===== src/rtl/wbu_pkg.sv =====
package wbu_pkg;
    typedef enum logic {
        BAR_IDLE   = 1'b0,
        BAR_GATHER = 1'b1
    } bar_state_e;

    typedef enum logic {
        ARR_WAIT = 1'b0,
        ARR_ONLY = 1'b1
    } arr_mode_e;
endpackage


===== src/rtl/arrival_screen.sv =====
module arrival_screen #(
    parameter int WARPS   = 32,
    parameter int BARS    = 16,
    parameter int COUNT_W = 11,
    parameter int LANES   = 32
) (
    input  logic                                                     valid,
    input  logic [$clog2(WARPS)-1:0]                                 warp,
    input  logic [$clog2(BARS)-1:0]                                  bar,
    input  logic [COUNT_W-1:0]                                       count,
    input  logic [WARPS-1:0]                                         wait_all,
    input  logic [BARS-1:0]                                          busy_all,
    input  logic [BARS-1:0][COUNT_W-$clog2(LANES)-1:0]               tgt_all,
    output logic [COUNT_W-$clog2(LANES)-1:0]                         tgt,
    output logic                                                     accept,
    output logic                                                     fault
);
    localparam int LANE_SH = $clog2(LANES);

    logic bad_count;
    logic rewait;
    logic mismatch;

    always_comb begin
        tgt       = count[COUNT_W-1:LANE_SH];
        bad_count = (count == '0) || (count[LANE_SH-1:0] != '0);
        rewait    = wait_all[warp];
        mismatch  = busy_all[bar] && (tgt_all[bar] != tgt);
        fault     = valid && (bad_count || rewait || mismatch);
        accept    = valid && !(bad_count || rewait || mismatch);
    end
endmodule


===== src/rtl/bar_slice.sv =====
module bar_slice
    import wbu_pkg::*;
#(
    parameter int WARPS = 32,
    parameter int TGT_W = 6
) (
    input  logic                     clk,
    input  logic                     rst,
    input  logic                     hit,
    input  logic [$clog2(WARPS)-1:0] warp,
    input  arr_mode_e                mode,
    input  logic [TGT_W-1:0]         tgt,
    output logic [WARPS-1:0]         wait_mask,
    output logic [WARPS-1:0]         rel_mask,
    output logic [TGT_W-1:0]         cur_tgt,
    output logic                     busy
);
    bar_state_e         state_q, state_n;
    logic [TGT_W-1:0]   arrived_q, arrived_n;
    logic [TGT_W-1:0]   tgt_q, tgt_n;
    logic [WARPS-1:0]   wait_q, wait_n;
    logic [WARPS-1:0]   own;

    assign own       = (mode == ARR_WAIT) ? (WARPS'(1) << warp) : '0;
    assign wait_mask = wait_q;
    assign cur_tgt   = tgt_q;
    assign busy      = (state_q == BAR_GATHER);

    // state register
    always_ff @(posedge clk) begin
        if (rst) begin
            state_q   <= BAR_IDLE;
            arrived_q <= '0;
            tgt_q     <= '0;
            wait_q    <= '0;
        end else begin
            state_q   <= state_n;
            arrived_q <= arrived_n;
            tgt_q     <= tgt_n;
            wait_q    <= wait_n;
        end
    end

    // next state and outputs
    always_comb begin
        state_n   = state_q;
        arrived_n = arrived_q;
        tgt_n     = tgt_q;
        wait_n    = wait_q;
        rel_mask  = '0;
        unique case (state_q)
            BAR_IDLE: begin
                if (hit) begin
                    if (tgt == TGT_W'(1)) begin
                        rel_mask = own;                 // solo release
                    end else begin
                        state_n   = BAR_GATHER;         // open
                        arrived_n = TGT_W'(1);
                        tgt_n     = tgt;
                        wait_n    = own;
                    end
                end
            end
            BAR_GATHER: begin
                if (hit) begin
                    if ((arrived_q + TGT_W'(1)) == tgt_q) begin
                        rel_mask  = wait_q | own;       // complete
                        state_n   = BAR_IDLE;
                        arrived_n = '0;
                        tgt_n     = '0;
                        wait_n    = '0;
                    end else begin
                        arrived_n = arrived_q + TGT_W'(1);  // accumulate
                        wait_n    = wait_q | own;
                    end
                end
            end
        endcase
    end
endmodule


===== src/rtl/warp_barrier_unit.sv =====
module warp_barrier_unit
    import wbu_pkg::*;
#(
    parameter int WARPS   = 32,
    parameter int BARS    = 16,
    parameter int COUNT_W = 11,
    parameter int LANES   = 32
) (
    input  logic                     clk,
    input  logic                     rst,
    input  logic                     arr_valid,
    input  logic [$clog2(WARPS)-1:0] arr_warp,
    input  logic [$clog2(BARS)-1:0]  arr_bar,
    input  logic [COUNT_W-1:0]       arr_count,
    input  logic                     arr_mode,
    output logic [WARPS-1:0]         release_mask,
    output logic                     err
);
    localparam int LANE_SH = $clog2(LANES);
    localparam int TGT_W   = COUNT_W - LANE_SH;
    localparam int BAR_W   = $clog2(BARS);

    logic                        accept;
    logic                        fault;
    logic [TGT_W-1:0]            tgt;
    logic [BARS-1:0]             busy_all;
    logic [BARS-1:0][TGT_W-1:0]  tgt_all;
    logic [BARS-1:0][WARPS-1:0]  wait_each;
    logic [BARS-1:0][WARPS-1:0]  rel_each;
    logic [WARPS-1:0]            wait_all;
    logic [WARPS-1:0]            rel_all;

    arrival_screen #(
        .WARPS(WARPS), .BARS(BARS), .COUNT_W(COUNT_W), .LANES(LANES)
    ) u_screen (
        .valid    (arr_valid),
        .warp     (arr_warp),
        .bar      (arr_bar),
        .count    (arr_count),
        .wait_all (wait_all),
        .busy_all (busy_all),
        .tgt_all  (tgt_all),
        .tgt      (tgt),
        .accept   (accept),
        .fault    (fault)
    );

    for (genvar g = 0; g < BARS; g++) begin : g_bar
        bar_slice #(.WARPS(WARPS), .TGT_W(TGT_W)) u_slice (
            .clk       (clk),
            .rst       (rst),
            .hit       (accept && (arr_bar == BAR_W'(g))),
            .warp      (arr_warp),
            .mode      (arr_mode_e'(arr_mode)),
            .tgt       (tgt),
            .wait_mask (wait_each[g]),
            .rel_mask  (rel_each[g]),
            .cur_tgt   (tgt_all[g]),
            .busy      (busy_all[g])
        );
    end

    always_comb begin
        wait_all = '0;
        rel_all  = '0;
        for (int b = 0; b < BARS; b++) begin
            wait_all = wait_all | wait_each[b];
            rel_all  = rel_all | rel_each[b];
        end
    end

    always_ff @(posedge clk) begin
        if (rst) begin
            release_mask <= '0;
            err          <= 1'b0;
        end else begin
            release_mask <= rel_all;
            err          <= fault;
        end
    end
endmodule


===== config.mk =====
export PLATFORM = sky130hd
export DESIGN_NAME = warp_barrier_unit
export DESIGN_NICKNAME = d
export VERILOG_FILES = /design/src/rtl/wbu_pkg.sv /design/src/rtl/arrival_screen.sv /design/src/rtl/bar_slice.sv /design/src/rtl/warp_barrier_unit.sv
export SDC_FILE = /design/constraint.sdc
export NUM_CORES = 2
export LEC_CHECK = 0
export BUFFER_PORTS_ARGS = -buffer_cell sky130_fd_sc_hd__clkbuf_2
export CORE_UTILIZATION = 40
export CTS_CLUSTER_SIZE = 25
export DETAILED_ROUTE_END_ITERATION = 6
export SLEW_MARGIN = 20
export SYNTH_ARGS = -nofsm -noshare
export SYNTH_HDL_FRONTEND = slang
export SYNTH_SLANG_ARGS = --single-unit

===== constraint.sdc =====
create_clock -name clk -period 4.5 [get_ports clk]
set_input_delay 0.675 -clock clk [delete_from_list [all_inputs] [get_ports clk]]
set_output_delay 0.675 -clock clk [all_outputs]
set_load 0.1 [all_outputs]

==> qor.csv <==
stage,metric,value,unit
run_status,status,"finished, final reports clean",
synthesis,syn_inst,4119,
final_layout,post-route-cell-area,43000,um2
timing,slew_headroom,0.266,
clock_tree,cts_root_buffer,clkbuf_16,
clock_tree,post-cts-setup-buffer-count,0,
final_layout,multiInputGateArea,20100,um2
critical_path,critPathKind,reg -> reg,
final_layout,final_layout_size_suffix_gt1_frac,0.147,
pwr,finalPower,0.0148,W
global_routing,grt_pass1_vias,35430,
critical_path,worstPathCellList,ha_1 > nor2b_1 > o21a_1 > o31ai_1 > or4b_2 > a41oi_1 > or3_1 > or4_1 > o21ai_0 > o31ai_1 > buf_4,
placement,gp_congestion,1.02,
timing,period_needed,4.11,ns
global_routing,antenna_found_initial,6,
placement,portBuffers,56,
critical_path,worst_path_most_repeated_cell,o31ai_1,
pwr,power_switching,0.00357,W
worst_hold_path,hp-class,in -> reg,
final_layout,layout.area.seq,15100,um2
global_routing,grtUsageTotal,0.365,
global_routing,grt_pass1_wl,251,mm
critical_path,cp_top_family,simple AND/OR/NAND/NOR gates,
die,rows,110,
synthesis,syn_area,36400,um2
synthesis,synthTopCellsByCount,"dfxtp_1 (753), o2bb2ai_1 (508), nor2_1 (466)",
critical_path,worstSetupStartpointType,register,
route,route.detailed.drc,0,
placement,place_area,40000,um2
pwr,ir_drop,0.393,mV
die,initial_utilization,0.404,
clock_tree,clockBufferDepth,3,
die,core_area,90100,um2
placement,placed_cells_incl_taps,5292,
critical_path,slowest_stage,or4b_2,
clock_tree,cts_tree,yes,
final_layout,nFillCells,8596,
clock_tree,cts-resized-gates,0,
synthesis,yosysTopAreaCell,dfxtp_1,
final_layout,fin_nets,4240,
critical_path,worstPathMaxFanout,7,
timing,setup_viol,0,
pwr,pwr-share-comb,0.046,
die,die_x,304,um
route,initialDrtViolationCount,5761,
clock_tree,holdBufCountCts,0,
timing,setup_ws,0.386,ns
critical_path,r2r_slack,0.39,ns
pwr,pwr-share-seq,0.450,
synthesis,synth_nets,4159,
timing,rsz0062_at_grt,no,
critical_path,cp-end-kind,register,
clock_tree,cts_sinks,753,
global_routing,grt_max_degree,62,
route,postRouteAntennaNets,0,
synthesis,synthTopCellsByArea,"dfxtp_1 (41%), o2bb2ai_1 (12%), nor2_1 (4.8%)",
critical_path,critPathArrivalTime,4.64,ns
pwr,power.share.switching,0.241,
route,wl,174,mm
critical_path,worst-path-buf-inv,1,
pwr,p_leak,14.5,nW
die,dieArea,92300,um2
clock_tree,worstSkewPairLatency,0.68,ns
placement,dp_slack,-0.000822,ns
route,routed_via_density,7.01,
die,io_pins,57,
route,avgRoutedWirePerCell,32.0,um
job,max-cap-violations,0,
clock_tree,htree_levels,3,
die,die_h,304,um
timing,fmax,0.243,GHz
synthesis,yosysSeqAreaShare,0.414,
synthesis,yosysMostFrequentCell,dfxtp_1,
timing,tightest_slew,1.09,ns
clock_tree,path_clk_slew,0.06,ns
critical_path,required,5.03,ns
timing,finalCritPeriodShare,0.914,
synthesis,ys_ff_latch,753,
global_routing,overflow,0,
pwr,power.internal,0.0112,W
pwr,power_density,345,nW/um2
synthesis,ys.flop_type,dfxtp_1,
synthesis,async_flop_share,0,
timing,drv_slew,0,
route,drt-pass1-iter-count,7,
final_layout,layout.cells.non_filler,5447,
timing,hold_viol,0,
timing,skew,0.0473,ns
placement,hpwl,113,mm
synthesis,synth_edf_count,0,
final_layout,area_growth,17.9,%
synthesis,synth_top_area_frac,0.414,
route,vias,38157,
synthesis,synthDistinctLibCells,88,
synthesis,avgSynthCellArea,8.85,um2
critical_path,cpPeakStageDelay,0.67,ns
synthesis,yosys_warnings,0,
pwr,pwr-share-clk,0.504,
clock_tree,numCtsBuffers,82,
[worst paths after layout]
kind,start,to,cells past startpoint
worst max-delay path,g_bar[11].u_slice.arrived_q[0]$_SDFFE_PP0P_,release_mask[31]$_SDFF_PP0_,11
worst min-delay path,arr_count[10],g_bar[4].u_slice.cur_tgt[5]$_SDFFE_PP0P_,2
worst max register to register,g_bar[11].u_slice.arrived_q[0]$_SDFFE_PP0P_,release_mask[31]$_SDFF_PP0_,11
worst min register to register,g_bar[7].u_slice.wait_mask[2]$_SDFFE_PP0P_,g_bar[7].u_slice.wait_mask[2]$_SDFFE_PP0P_,1
[cell usage in the layout, fill, tap and decap left out, types with 17 or more instances in the layout]
cell type	n
nand2_1	209
inv_1	59
o22ai_1	77
o2bb2ai_2	30
nand3_1	134
a31oi_1	35
clkbuf_2	55
nor2_1	464
clkbuf_8	17
nand2b_1	24
buf_4	243
o21a_1	19
mux2_2	20
dfxtp_1	753
xor2_1	47
mux4_2	18
o41ai_1	22
and3_1	31
nor4_1	149
buf_12	50
nor3_1	96
o2bb2ai_1	508
o221ai_1	19
xnor2_1	68
o31ai_1	37
a2111oi_0	19
a32o_1	38
a22o_1	53
clkbuf_16	84
o21ai_0	207
nand4_1	70
and2_1	23
a211oi_1	19
a21oi_1	95
or4_1	25
nor2b_1	36
o2111ai_1	30
[worst reg2reg max path: stages (launching register included)]
cell     delay [ns]
dfxtp_1        0.46
ha_1           0.30
nor2b_1        0.09
o21a_1         0.17
o31ai_1        0.54
or4b_2         0.67
a41oi_1        0.35
or3_1          0.42
or4_1          0.50
o21ai_0        0.20
o31ai_1        0.11
buf_4          0.17
[stage by stage]
stage                     hold slack (ns)  utilization   TNS (ns)
after floorplan                     0.437            -          0
after global placement              0.464        0.444          0
after detailed placement            0.464        0.444  -0.000822
after CTS                           0.349        0.476          0
after global routing                0.406        0.476          0
final                               0.378        0.476          0
[cell families after synthesis]
family | after synthesis | share of synthesized area
AOI/OAI and AO/OA | 1411 | 0.303
xor gates and xnor gates | 115 | 0.0276
adders and majority gates | 16 | 0.00549
buffers and inverters | 413 | 0.0451
DFF | 753 | 0.414
muxes | 54 | 0.0217
and+or+nand+nor | 1357 | 0.183
[cell type report]
class,count,share of cell area
Clock inverter,41,0.0135
Inverter,60,0.00530
Sequential cell,753,0.351
Timing Repair Buffer,350,0.0728
Clock buffer,106,0.0548
Tap cell,1176,0.0343
Multi-Input combinational cell,2953,0.468
Antenna cell,8,0.000466
[registers in the layout, summed over array words and instances, names as in the netlist]
register and cells:
err 1, g_bar.u_slice.arrived_q 96, g_bar.u_slice.busy 16, g_bar.u_slice.cur_tgt 96, g_bar.u_slice.wait_mask 512, release_mask 32
[power by group through the flow]
stage          clock network, W  registers (W)  logic (W)
5_1_grt                 0.00774        0.00666   0.000676
3_3_place_gp                  0        0.00682   0.000645
2_1_floorplan                 0        0.00682   0.000295
4_1_cts                 0.00748        0.00667   0.000647
3_5_place_dp                  0        0.00682   0.000644
6_report                0.00746        0.00667   0.000683
[metal layers]
layer | vias up | track usage | routed length [um]
met1 | 18315 | 0.490 | 68000
met2 | 2923 | 0.514 | 69700
li1 | 16108 | - | -
met3 | 803 | 0.0951 | 23200
met4 | 8 | 0.235 | 13400
met5 | - | 0.0140 | 57
Power figures use the tool's default switching activity.
